### config.mk
export PLATFORM = sky130hd
export DESIGN_NAME = mul_long_unit
export DESIGN_NICKNAME = d
export VERILOG_FILES = /design/src/rtl/mlu_pkg.sv /design/src/rtl/mlu_mul_stage.sv /design/src/rtl/mlu_acc_stage.sv /design/src/rtl/mlu_flag_reg.sv /design/src/rtl/mul_long_unit.sv
export SDC_FILE = /design/constraint.sdc
export NUM_CORES = 2
export LEC_CHECK = 0
export ABC_AREA = 1
export CAP_MARGIN = 10
export CORE_UTILIZATION = 50
export CTS_CLUSTER_SIZE = 24
export DETAILED_ROUTE_END_ITERATION = 6
export GPL_TIMING_DRIVEN = 1
export PLACE_DENSITY_LB_ADDON = 0.15
export SLEW_MARGIN = 20
export SYNTH_ARGS = -nofsm -noshare
export SYNTH_HDL_FRONTEND = slang
export SYNTH_SLANG_ARGS = --single-unit
### constraint.sdc
create_clock -name clk_i -period 2.86 [get_ports clk_i]
set_input_delay 0.572 -clock clk_i [delete_from_list [all_inputs] [get_ports clk_i]]
set_output_delay 0.572 -clock clk_i [all_outputs]
set_load 0.1 [all_outputs]
### src/rtl/mlu_pkg.sv
package mlu_pkg;
  localparam int FLAG_W = 4;
  localparam int FLG_N  = 3;
  localparam int FLG_Z  = 2;
  localparam int FLG_C  = 1;
  localparam int FLG_V  = 0;
endpackage

### src/rtl/mlu_mul_stage.sv
module mlu_mul_stage #(
  parameter int OP_W  = 32,
  localparam int RES_W = 2 * OP_W
) (
  input  logic                     clk_i,
  input  logic                     rst_ni,
  input  logic                     valid_i,
  input  logic                     signed_i,
  input  logic                     accum_i,
  input  logic                     set_i,
  input  logic [OP_W-1:0]          a_i,
  input  logic [OP_W-1:0]          b_i,
  input  logic [OP_W-1:0]          acc_lo_i,
  input  logic [OP_W-1:0]          acc_hi_i,
  input  logic [mlu_pkg::FLAG_W-1:0] flags_i,
  output logic                     valid_o,
  output logic                     set_o,
  output logic [RES_W-1:0]         prod_o,
  output logic [RES_W-1:0]         addend_o,
  output logic [mlu_pkg::FLAG_W-1:0] flags_o
);
  // one extra bit lets a single signed multiplier cover both modes
  logic signed [OP_W:0]    a_x, b_x;
  logic signed [RES_W+1:0] p_full;
  logic [RES_W-1:0]        addend;

  always_comb begin
    a_x    = {signed_i & a_i[OP_W-1], a_i};
    b_x    = {signed_i & b_i[OP_W-1], b_i};
    p_full = a_x * b_x;
    addend = accum_i ? {acc_hi_i, acc_lo_i} : '0;
  end

  always_ff @(posedge clk_i or negedge rst_ni) begin
    if (!rst_ni) begin
      valid_o  <= 1'b0;
      set_o    <= 1'b0;
      prod_o   <= '0;
      addend_o <= '0;
      flags_o  <= '0;
    end else begin
      valid_o <= valid_i;
      if (valid_i) begin
        set_o    <= set_i;
        prod_o   <= p_full[RES_W-1:0];
        addend_o <= addend;
        flags_o  <= flags_i;
      end
    end
  end
endmodule

### src/rtl/mlu_acc_stage.sv
module mlu_acc_stage #(
  parameter int OP_W  = 32,
  localparam int RES_W = 2 * OP_W
) (
  input  logic             clk_i,
  input  logic             rst_ni,
  input  logic             valid_i,
  input  logic [RES_W-1:0] prod_i,
  input  logic [RES_W-1:0] addend_i,
  output logic [RES_W-1:0] sum_o,
  output logic             valid_o,
  output logic [RES_W-1:0] res_o
);
  // modulo 2^RES_W: carry-out dropped by width
  assign sum_o = prod_i + addend_i;

  always_ff @(posedge clk_i or negedge rst_ni) begin
    if (!rst_ni) begin
      valid_o <= 1'b0;
      res_o   <= '0;
    end else begin
      valid_o <= valid_i;
      if (valid_i) res_o <= sum_o;
    end
  end
endmodule

### src/rtl/mlu_flag_reg.sv
module mlu_flag_reg #(
  parameter int RES_W = 64
) (
  input  logic                       clk_i,
  input  logic                       rst_ni,
  input  logic                       en_i,
  input  logic                       set_i,
  input  logic [RES_W-1:0]           res_i,
  input  logic [mlu_pkg::FLAG_W-1:0] flags_i,
  output logic [mlu_pkg::FLAG_W-1:0] flags_o
);
  import mlu_pkg::*;
  logic [FLAG_W-1:0] nxt;

  always_comb begin
    nxt = flags_i;
    if (set_i) begin
      nxt[FLG_N] = res_i[RES_W-1];
      nxt[FLG_Z] = ~|res_i;
    end
  end

  always_ff @(posedge clk_i or negedge rst_ni) begin
    if (!rst_ni)   flags_o <= '0;
    else if (en_i) flags_o <= nxt;
  end
endmodule

### src/rtl/mul_long_unit.sv
module mul_long_unit #(
  parameter int OP_W = 32
) (
  input  logic            clk_i,
  input  logic            rst_ni,
  input  logic            in_valid_i,
  input  logic            signed_i,
  input  logic            accum_i,
  input  logic            set_flags_i,
  input  logic [OP_W-1:0] op_a_i,
  input  logic [OP_W-1:0] op_b_i,
  input  logic [OP_W-1:0] acc_lo_i,
  input  logic [OP_W-1:0] acc_hi_i,
  input  logic [3:0]      flags_i,
  output logic            out_valid_o,
  output logic [OP_W-1:0] res_lo_o,
  output logic [OP_W-1:0] res_hi_o,
  output logic [3:0]      flags_o
);
  import mlu_pkg::*;
  localparam int RES_W = 2 * OP_W;

  logic              s1_valid, s1_set;
  logic [RES_W-1:0]  s1_prod, s1_addend, s2_sum, s2_res;
  logic [FLAG_W-1:0] s1_flags;

  mlu_mul_stage #(.OP_W(OP_W)) u_mul (
    .clk_i    (clk_i),
    .rst_ni   (rst_ni),
    .valid_i  (in_valid_i),
    .signed_i (signed_i),
    .accum_i  (accum_i),
    .set_i    (set_flags_i),
    .a_i      (op_a_i),
    .b_i      (op_b_i),
    .acc_lo_i (acc_lo_i),
    .acc_hi_i (acc_hi_i),
    .flags_i  (flags_i),
    .valid_o  (s1_valid),
    .set_o    (s1_set),
    .prod_o   (s1_prod),
    .addend_o (s1_addend),
    .flags_o  (s1_flags)
  );

  mlu_acc_stage #(.OP_W(OP_W)) u_acc (
    .clk_i    (clk_i),
    .rst_ni   (rst_ni),
    .valid_i  (s1_valid),
    .prod_i   (s1_prod),
    .addend_i (s1_addend),
    .sum_o    (s2_sum),
    .valid_o  (out_valid_o),
    .res_o    (s2_res)
  );

  mlu_flag_reg #(.RES_W(RES_W)) u_flg (
    .clk_i   (clk_i),
    .rst_ni  (rst_ni),
    .en_i    (s1_valid),
    .set_i   (s1_set),
    .res_i   (s2_sum),
    .flags_i (s1_flags),
    .flags_o (flags_o)
  );

  assign res_lo_o = s2_res[OP_W-1:0];
  assign res_hi_o = s2_res[RES_W-1:OP_W];
endmodule

==> metrics <==
multiplexer share of the synthesized area=0%; Synth Area in XOR/XNOR=about 1.1%; area of the multi-input gates=roughly 43000 sq um; Most used DFF post-synth=dfrtp_1; Critical Path End Type=flop; Detailed Place HPWL=143300 um; Fin. Hold Viols=0; final setup violation count=61; min Tclk post-route=6.985 ns; Clock transition at path regs=0.06 ns; antenna-violating nets left=0; Least-Margin Pin Slew=0.7026 ns; row cnt=118; synth unique cells=47; #FFs+latches synth=203; I/O Buffers=206; result of the run=finished, violations left; adder-cell share of the synthesized area=between 40% and 50%; area growth from synthesis to layout=34.57%; syn_area_per_cell=7.534 sq um; Clock Latency Late Sink=0.54 ns; share of cells above drive strength 1=between 20% and 30%; Yosys top cell by area=fa_1; Synth top area share=42.58%; pre-CTS WS=-5.428 ns; number of synthesized flops with an enable pin=0; count of pins over their slew limit=0; TNS Setup=-206.29 ns; # fillers=~8.4k; TritonCTS buffer count=23; CP peak stage delay=0.63 ns; via count=48.21k; final worst-path cycle share=244.2%; mapped cell area=52940 sq um; max_slew headroom=53.16%; cell repeated most along the worst path=fa_1; CTS tree=built; Core Area=104200 sq um; Compound-Gate Fraction of Synth Area=~3.6%; CP Class=in2reg; hold_buf cts=0; routability-driven placement congestion ratio=0.9906; failing checks=setup timing; Setup Skew=0.01146 ns; Crit path depth=29; CTS Sinks=slightly above 200; Yosys warning total=0; CP Data Required Time=3.30 ns; commonest non-fill, non-tap cell in the layout=nand2_1; vias in the first global route=51.76k; GRT Total Usage=35.30%; Fmax=143.2 MHz; FF/Latch Area=about 5100 sq um; Worst Hold Class=in2async; nature of the critical path startpoint=input port; Cells after Synth=7027; RSZ-0062 raised after global routing=true; sequential area share after synthesis=9.596%; Die W=327.4 um; drt first-iter violations=3533; largest family of logic cells by synthesized area=adder cells; vias per cell=5.123; io pins=207; largest net degree at the start of global routing=about 120; Final #Nets=9557; GRT overflow=0; first-pass GRT wire length=290200 um; Die ar.=107200 sq um; FFs w/ async S/R, synth=100.0%; initial antenna violation count=3; Post-Syn Nets=8566; Synth area leaders=fa_1 43%, nand2_1 15%, inv_1 14%, dfrtp_1 9.6%, ha_1 6.5%; CP max stage cell=fa_1; ANT cells=0; CP Data Arrival Time=7.43 ns; r2r worst-path depth=20; CTS Root Cell=clkbuf_16; max cap viols=0; cell family with most CP delay=adder cells; commonest cells after routing, fill and taps aside=2018 x nand2_1, 1761 x inv_1, 1013 x fa_1; simple-gate portion of the synthesized area=roughly 21%; Die Y=327.4 um; clk buf depth=3; PnR worst setup slack=-4.125 ns; # DRC=0; Wirelength per Cell=19.71 um; CTS H-tree lvls=1; final WL=about 190000 um; Critical path buffers and inverters=10; DRT Pass-1 Iters=5; crit path max fanout=5; Initial Util=50.79%
cells in the mapped netlist, types with 2 or more instances:
cell type and count:
ha_1 275, o21ai_2 2, nand3_1 183, clkbuf_1 304, inv_1 1937, fa_1 1126, nor2_2 9, nor2_1 267
nand2_1 2179, buf_1 5, o211ai_2 2, dfrtp_1 203, and2_1 3, o21a_1 10, xor2_1 27, nand3b_1 15
nor3_2 2, inv_2 3, o21ai_0 138, or2_2 22, a21oi_1 129, a21boi_1 2, o21bai_1 6, xnor2_1 37
nor3_1 21, o31ai_1 3, and3_1 4, a21o_1 10, nand3_2 2, nand4_1 41, nand2_2 4, o21ai_1 7
nor4_1 9, a31oi_1 20, o2111ai_1 5, a21boi_0 4
worst paths after layout:
path	startpoint	endpoint	slack, ns
worst max-delay path	op_a_i[31]	u_mul.prod_o[60]	-4.12
worst min-delay path	rst_ni	u_acc.res_o[16]	0.04
worst max register to register	u_mul.addend_o[26]	u_flg.flags_o[2]	-0.04
worst min register to register	u_mul.flags_o[3]	u_mul.flags_o[3]	0.48
max in group asynchronous	rst_ni	u_mul.addend_o[17]	2.12
min in group clk_i	in_valid_i	u_mul.valid_o	0.46
flip-flops by register name (all words and copies together), names as in the netlist:
| name | cells |
|---|---|
| u_mul.valid_o | 1 |
| u_acc.valid_o | 1 |
| u_mul.set_o | 1 |
| u_mul.flags_o | 4 |
| u_mul.addend_o | 64 |
| u_flg.flags_o | 4 |
| u_mul.prod_o | 64 |
| u_acc.res_o | 64 |
layout make-up:
cell class	count	share of cell area, %
Clock inverter	8	0.1054
Inverter	1940	10.30
Sequential cell	203	7.136
Timing Repair Buffer	1278	18.35
Tap cell	1380	2.424
Clock buffer	31	0.8922
Multi-Input combinational cell	4572	60.80
cell families after synthesis:
group                    count (synthesis)
flip-flops                             203
AND/OR/NAND/NOR                       2762
adder cells (fa/ha/maj)               1401
AO/OA/AOI/OAI                          345
XOR/XNOR                                64
buffers and inverters                 2252
routing by layer:
layer	global-route usage, %	wire [um]	up-vias	part of all wire, %
li1	-	-	21980	-
met1	45.96	73680	23950	40
met2	60.06	90170	1824	49
met3	5.038	13400	457	7.2
met4	12.55	8253	6	4.4
met5	0	36	-	0.019
through the flow:
step                hold slack, ns  utilization (%)  std cells  instance area (sq um)
detailed placement          0.4630            60.65       9070                  63210
finish                     0.03531            68.34       9412                  71240
CTS                        0.04623            66.91       9364                  69750
floorplan                   0.2764                -       7027                  55280
global placement            0.4574            60.65       9070                  63210
global route               0.07134            68.34       9412                  71240
repair_timing:
item / in CTS / in global routing
endpoints found under the hold margin: 0 / 0
pin swaps: 396 / 314
endpoints found under the setup margin: 62 / 61
gates resized for setup: 1097 / 367
buffers inserted: 232 / 63
cloned: 36 / 1
Power is not shown: default switching activity piles up to over one toggle a cycle in this logic, so the estimate is an artifact.
